`config.mk`:
```
export PLATFORM = sky130hd
export DESIGN_NAME = tws_slave
export DESIGN_NICKNAME = d
export VERILOG_FILES = /design/src/rtl/tws_pkg.sv /design/src/rtl/tws_sync.sv /design/src/rtl/tws_edge.sv /design/src/rtl/tws_rx.sv /design/src/rtl/tws_tx.sv /design/src/rtl/tws_slave.sv
export SDC_FILE = /design/constraint.sdc
export NUM_CORES = 1
export LEC_CHECK = 0
export ABC_AREA = 0
export BUFFER_PORTS_ARGS = -buffer_cell sky130_fd_sc_hd__buf_2
export CORE_MARGIN = 8
export CORE_UTILIZATION = 55
export CTS_CLUSTER_SIZE = 20
export DETAILED_ROUTE_END_ITERATION = 8
export PLACE_DENSITY = 0.85
export SLEW_MARGIN = 25
export SYNTH_ARGS = -nofsm -noshare
export SYNTH_HDL_FRONTEND = slang
export SYNTH_HIERARCHICAL = 1
export SYNTH_SLANG_ARGS = --single-unit
```
`constraint.sdc`:
```
create_clock -name clk -period 2.2 [get_ports clk]
set_input_delay 0.11 -clock clk [delete_from_list [all_inputs] [get_ports clk]]
set_output_delay 0.11 -clock clk [all_outputs]
set_load 0.01 [all_outputs]
```
`src/rtl/tws_pkg.sv`:
```
package tws_pkg;

  typedef enum logic [1:0] {
    PH_CMD = 2'd0,
    PH_WR  = 2'd1,
    PH_RD  = 2'd2,
    PH_IGN = 2'd3
  } phase_t;

  // bit 7 marks a usable command
  function automatic logic cmd_is_valid(input logic [7:0] c);
    return c[7];
  endfunction

  // bit 0 selects the direction: 1 reads, 0 writes
  function automatic logic cmd_is_read(input logic [7:0] c);
    return c[0];
  endfunction

  // an all-ones address field asks for a multi-byte transfer
  function automatic logic cmd_is_burst(input logic [7:0] c);
    return &c[5:1];
  endfunction

endpackage

```
`src/rtl/tws_sync.sv`:
```
module tws_sync #(
  parameter int W   = 3,
  parameter int STG = 2
) (
  input  logic         clk,
  input  logic         rst_n,
  input  logic [W-1:0] d,
  output logic [W-1:0] q
);
  logic [W-1:0] st [STG];

  genvar g;
  generate
    for (g = 0; g < STG; g++) begin : g_stage
      if (g == 0) begin : g_first
        always_ff @(posedge clk or negedge rst_n) begin
          if (!rst_n) st[g] <= '0;
          else        st[g] <= d;
        end
      end else begin : g_next
        always_ff @(posedge clk or negedge rst_n) begin
          if (!rst_n) st[g] <= '0;
          else        st[g] <= st[g-1];
        end
      end
    end
  endgenerate

  assign q = st[STG-1];
endmodule

```
`src/rtl/tws_edge.sv`:
```
module tws_edge (
  input  logic clk,
  input  logic rst_n,
  input  logic lvl,
  input  logic en,
  output logic rise,
  output logic fall
);
  logic prev_q;

  always_ff @(posedge clk or negedge rst_n) begin
    if (!rst_n) prev_q <= 1'b0;
    else        prev_q <= lvl;
  end

  assign rise = en &  lvl & ~prev_q;
  assign fall = en & ~lvl &  prev_q;
endmodule

```
`src/rtl/tws_rx.sv`:
```
module tws_rx #(
  parameter int BW = 8
) (
  input  logic          clk,
  input  logic          rst_n,
  input  logic          clr,
  input  logic          bit_en,
  input  logic          din,
  output logic          byte_done,
  output logic [BW-1:0] byte_val
);
  localparam int CW = $clog2(BW);
  localparam logic [CW-1:0] LAST = CW'(BW - 1);

  logic [BW-1:0] sr_q;
  logic [CW-1:0] cnt_q;

  always_ff @(posedge clk or negedge rst_n) begin
    if (!rst_n) begin
      sr_q  <= '0;
      cnt_q <= '0;
    end else if (clr) begin
      sr_q  <= '0;
      cnt_q <= '0;
    end else if (bit_en) begin
      sr_q  <= {din, sr_q[BW-1:1]};
      cnt_q <= (cnt_q == LAST) ? '0 : cnt_q + 1'b1;
    end
  end

  assign byte_done = bit_en && (cnt_q == LAST);
  assign byte_val  = {din, sr_q[BW-1:1]};


  rx_hold_chk: assert property (@(posedge clk) disable iff (!rst_n)
    (!bit_en && !clr) |=> ($stable(sr_q) && $stable(cnt_q)));


  rx_clear_chk: assert property (@(posedge clk) disable iff (!rst_n)
    clr |=> (cnt_q == '0));
endmodule

```
`src/rtl/tws_tx.sv`:
```
module tws_tx #(
  parameter int BW = 8
) (
  input  logic          clk,
  input  logic          rst_n,
  input  logic          clr,
  input  logic          load,
  input  logic [BW-1:0] load_val,
  input  logic          shift_en,
  output logic          dout,
  output logic          last_bit
);
  localparam int CW = $clog2(BW);
  localparam logic [CW-1:0] LAST = CW'(BW - 1);

  logic [BW-1:0] buf_q;
  logic [CW-1:0] idx_q;
  logic          dout_q;

  always_ff @(posedge clk or negedge rst_n) begin
    if (!rst_n) begin
      buf_q  <= '0;
      idx_q  <= '0;
      dout_q <= 1'b0;
    end else begin
      if (load) buf_q <= load_val;
      if (clr) begin
        idx_q <= '0;
      end else if (shift_en) begin
        dout_q <= buf_q[idx_q];
        idx_q  <= (idx_q == LAST) ? '0 : idx_q + 1'b1;
      end
    end
  end

  assign dout     = dout_q;
  assign last_bit = shift_en && (idx_q == LAST);


  tx_hold_chk: assert property (@(posedge clk) disable iff (!rst_n)
    !shift_en |=> $stable(dout_q));
endmodule

```
`src/rtl/tws_slave.sv`:
```
module tws_slave
  import tws_pkg::*;
#(
  parameter int BW  = 8,
  parameter int STG = 2
) (
  input  logic          clk,
  input  logic          rst_n,
  input  logic          cs_pin,
  input  logic          sck_pin,
  input  logic          dio_in,
  output logic          dio_out,
  output logic          dio_oe,
  output logic          cmd_stb,
  output logic [BW-1:0] cmd_byte,
  output logic          wr_stb,
  output logic [BW-1:0] wr_byte,
  output logic          rd_req,
  input  logic [BW-1:0] rd_byte
);
  localparam int NSYNC = 3;

  logic [NSYNC-1:0] pins_s;
  logic sel_s, sck_s, din_s;
  logic sck_rise, sck_fall;
  logic rx_en, rx_done;
  logic [BW-1:0] rx_val;
  logic tx_shift, tx_last;

  phase_t        phase_q;
  logic          burst_q, oe_q;
  logic          cmd_stb_q, wr_stb_q, rd_req_q;
  logic [BW-1:0] cmd_q, wr_q;

  tws_sync #(.W(NSYNC), .STG(STG)) sync_i (
    .clk(clk), .rst_n(rst_n),
    .d({cs_pin, sck_pin, dio_in}), .q(pins_s)
  );
  assign sel_s = pins_s[2];
  assign sck_s = pins_s[1];
  assign din_s = pins_s[0];

  tws_edge edge_i (
    .clk(clk), .rst_n(rst_n), .lvl(sck_s), .en(sel_s),
    .rise(sck_rise), .fall(sck_fall)
  );

  assign rx_en = sck_rise && (phase_q == PH_CMD || phase_q == PH_WR);

  tws_rx #(.BW(BW)) rx_i (
    .clk(clk), .rst_n(rst_n), .clr(!sel_s), .bit_en(rx_en),
    .din(din_s), .byte_done(rx_done), .byte_val(rx_val)
  );

  assign tx_shift = sck_fall && (phase_q == PH_RD);

  tws_tx #(.BW(BW)) tx_i (
    .clk(clk), .rst_n(rst_n), .clr(!sel_s), .load(rd_req_q),
    .load_val(rd_byte), .shift_en(tx_shift),
    .dout(dio_out), .last_bit(tx_last)
  );

  always_ff @(posedge clk or negedge rst_n) begin
    if (!rst_n) begin
      phase_q   <= PH_CMD;
      burst_q   <= 1'b0;
      oe_q      <= 1'b0;
      cmd_stb_q <= 1'b0;
      wr_stb_q  <= 1'b0;
      rd_req_q  <= 1'b0;
      cmd_q     <= '0;
      wr_q      <= '0;
    end else begin
      cmd_stb_q <= 1'b0;
      wr_stb_q  <= 1'b0;
      rd_req_q  <= 1'b0;
      if (!sel_s) begin
        phase_q <= PH_CMD;
        burst_q <= 1'b0;
        oe_q    <= 1'b0;
      end else begin
        if (rx_done && phase_q == PH_CMD) begin
          if (!cmd_is_valid(rx_val)) begin
            phase_q <= PH_IGN;
          end else begin
            cmd_stb_q <= 1'b1;
            cmd_q     <= rx_val;
            burst_q   <= cmd_is_burst(rx_val);
            if (cmd_is_read(rx_val)) begin
              phase_q  <= PH_RD;
              rd_req_q <= 1'b1;
            end else begin
              phase_q <= PH_WR;
            end
          end
        end
        if (rx_done && phase_q == PH_WR) begin
          wr_stb_q <= 1'b1;
          wr_q     <= rx_val;
          if (!burst_q) phase_q <= PH_IGN;
        end
        if (tx_shift) begin
          oe_q <= 1'b1;
          if (tx_last) rd_req_q <= 1'b1;
        end
      end
    end
  end

  assign dio_oe   = oe_q;
  assign cmd_stb  = cmd_stb_q;
  assign cmd_byte = cmd_q;
  assign wr_stb   = wr_stb_q;
  assign wr_byte  = wr_q;
  assign rd_req   = rd_req_q;


  oe_release_chk: assert property (@(posedge clk) disable iff (!rst_n)
    !sel_s |=> !dio_oe);


  oe_phase_chk: assert property (@(posedge clk) disable iff (!rst_n)
    dio_oe |-> (phase_q == PH_RD));


  ign_quiet_chk: assert property (@(posedge clk) disable iff (!rst_n)
    (phase_q == PH_IGN) |=> (!wr_stb && !cmd_stb && !rd_req));


  req_excl_chk: assert property (@(posedge clk) disable iff (!rst_n)
    !(wr_stb && rd_req));


  stb_onehot_chk: assert property (@(posedge clk) disable iff (!rst_n)
    $onehot0({cmd_stb, wr_stb}));
endmodule

```
==> summary.md <==
| Metric | Value |
|---|---|
| Status | finished clean |
| Slowest CP cell | dfrtp_1 |
| IO Pins | 34 |
| Synth cell types | 31 |
| Minimum clock period | 1.91 ns |
| Final Core Density | 0.662 |
| Wire per inst | 16.0 microns |
| Rows | 22 |
| PwrDens | 640 nW/um^2 |
| Maxcap violations | 0 |
| Core box area | 3690 sq um |
| Hold Startpoint | rd_byte[0] |
| Reg2Reg Depth | 6 |
| Fin worst setup slack | 0.292 ns |
| Area grow syn2layout | 15.2% |
| Post-CTS resize count | 0 |
| Cts bufs inserted | 5 |
| Final setup vio count | 0 |
| Global-route wire length before repair | 6530 microns |
| Pre-CTS setup slack | 0.286 ns |
| CP endpoint kind | flip-flop |
| Hold Path Sink | tx_i/buf_q[0] |
| Critical path type | flip-flop to flip-flop |
| Nets | 209 |
| Reg-to-reg slack, setup | 0.29 ns |
| Cts hold-fix bufs | 4 |
| Hold Slack | 0.0466 ns |
| Clock Latency Late Sink | 0.30 ns |
| Hold Path Class | input pin to flip-flop |
| Final worst-path cycle share | 0.867 |
| Cell area after synthesis | 2120 sq um |
| Initial core utilization | 0.575 |
| Final Hold Fails | 0 |
| Peak VDD IR | 0.560 mV |
| Worst Tran Pin Value | 0.583 ns |
| Pin count of the biggest net entering global routing | 20 |
| Fraction of layout cells with a size suffix above 1 | 0.368 |
| H-tree Lvls | 2 |
| CTS tree | built |
| CTS max path bufs | 2 |
| RePlAce Congestion | 0.876 |
| Via-to-Cell Ratio | 5.34 |
| Startpoint types | flip-flop |
| Lkg Pwr | 1.30 nW |
| Total Routing Usage GR | 0.131 |
| Top-area cell type share of the netlist area | 0.613 |
| Max stage delay on crit path | 0.48 ns |
| Relative slew slack | 0.611 |
| Hold-critical path depth | 2 |
| Yosys top cell by area | dfrtp_1 |
| Mean Syn Cell Area | 13.9 sq um |
| Die X-Extent | 78.1 microns |
| CTS sink cnt | 52 |
| Reg-to-Reg Start | sync_i/q[2] |
| Clock slew at reported path FFs | 0.09 ns |
| Most common cell after layout, fill and taps aside | dfrtp_1 |
| Syn_nets | 170 |
| Clock skew | 0.00955 ns |
| IO Port Bufs | 33 |
| Synth area leaders | dfrtp_1 (61%), mux2_2 (12%), mux2i_1 (6.6%) |
| Grt ovf | 0 |
| Number of synthesized register bits | 52 |
| Total iterations of the first detailed-routing run | 4 |
| Dpl hpwl | 2790 microns |
| F_max | 524 MHz |
| Reg-to-Reg End | cmd_byte[1] |
| Worst path cell trace | and3b_1 -> nor2b_1 -> and2_1 -> and4bb_2 -> nand2_4 -> mux2_2 |
| Via count | 1286 |
| Initial antenna violation count | 0 |
| Most frequent cells in the layout | dfrtp_1 (52), buf_2 (33), mux2_2 (23), nor2_1 (15), mux2i_1 (14) |
| Clk root buf | clkbuf_8 |
| Syn. warnings | 6 |
| Vias in the first global route | 1414 |
| DRC viols | 0 |
| Crit Path Max Fanout | 10 |
| Pins Over Slew Limit | 0 |
| Die area | 6100 sq um |
| Critical path data arrival time | 2.09 ns |
| Power Total | 0.00156 W |
| Die Ht | 78.1 microns |
| Unrepaired setup endpoints after global routing | no |
| CP required | 2.38 ns |
| Setup Buffers After CTS | 0 |
| Drt total wl | 3860 microns |
| DR iter-0 viols | 27 |
| Sequential-to-total area share from yosys stat | 0.613 |
| Syn Inst Count | 153 |
| Total negative setup slack | 0 ns |
| Ant diodes | 0 |
| Remaining antenna violation count after routing | 0 |
==> power by group <==
part	internal [W]	total, W	switching (W)
registers	0.000963	0.000970	0.00000722
logic	0.0000215	0.0000544	0.0000329
clock network	0.000257	0.000538	0.000281
==> synth_stat cells, drive strengths merged <==
master	number
nor2b	1
and4bb	1
a21oi	4
mux2	23
ha	4
nor3b	1
o22ai	1
mux2i	14
nand3	1
a22oi	1
dfrtp	52
nand2b	3
or3b	1
and2	2
o31ai	1
o21ai	1
mux4	1
nor2	15
clkbuf	2
inv	6
a31oi	1
and3b	3
buf	6
nand4	1
nand3b	1
nand2	4
o311ai	1
and3	1
==> per-stage QoR <==
step,instance area [sq um],cells
6_report,2440,241
5_1_grt,2440,241
4_1_cts,2440,241
3_5_place_dp,2310,229
3_3_place_gp,2310,229
2_1_floorplan,2120,153
==> worst max-delay path by stage <==
stage                        from           to  slack, ns  cells after the start
floorplan             sync_i/q[2]  cmd_byte[0]       0.23                      8
global placement    rx_i/cnt_q[0]  cmd_byte[2]       0.40                      6
detailed placement    sync_i/q[2]   wr_byte[0]       0.29                      5
CTS                   sync_i/q[2]   wr_byte[0]       0.26                      5
global route          sync_i/q[2]   wr_byte[2]       0.18                      5
finish                sync_i/q[2]  cmd_byte[1]       0.29                      6
==> critical path, delay by kind of cell, from the launching register on <==
family / cells / cell delay [ns]
simple gates: 5 / 1.02
mux: 1 / 0.30
flops: 1 / 0.48
==> sequential cells by signal, indices dropped and copies added (netlist names) <==
name,count
sync_i/st,3
tx_i/idx_q,3
edge_i/prev_q,1
rx_i/sr_q,7
phase_q,2
tx_i/dout,1
sync_i/q,3
cmd_stb,1
rd_req,1
wr_byte,8
tx_i/buf_q,8
dio_oe,1
rx_i/cnt_q,3
cmd_byte,8
wr_stb,1
burst_q,1
==> metal layers <==
metal	vias up	track usage	routed length, microns
li1	602	-	-
met1	652	0.149	1640
met2	28	0.221	1980
met3	4	0.0535	221
met4	0	0.0352	21
met5	-	0	0
==> kinds of logic after synthesis <==
kind of cell | Yosys count | share of synthesized area
buffers and inverters | 14 | 0.0371
AOI/OAI and AO/OA | 10 | 0.0313
muxes | 38 | 0.199
adders and majority gates | 4 | 0.0236
and+or+nand+nor | 35 | 0.0961
DFF | 52 | 0.613
==> final cells by class <==
class / instances / area [sq um]
sequential: 52 / 1300
fill: 286 / 1240
multi-input combinational: 87 / 742
timing repair buffer: 40 / 228
clock buffer: 8 / 90.1
tap: 48 / 60.1
inverter: 6 / 22.5
Power figures use the tool's default switching activity.
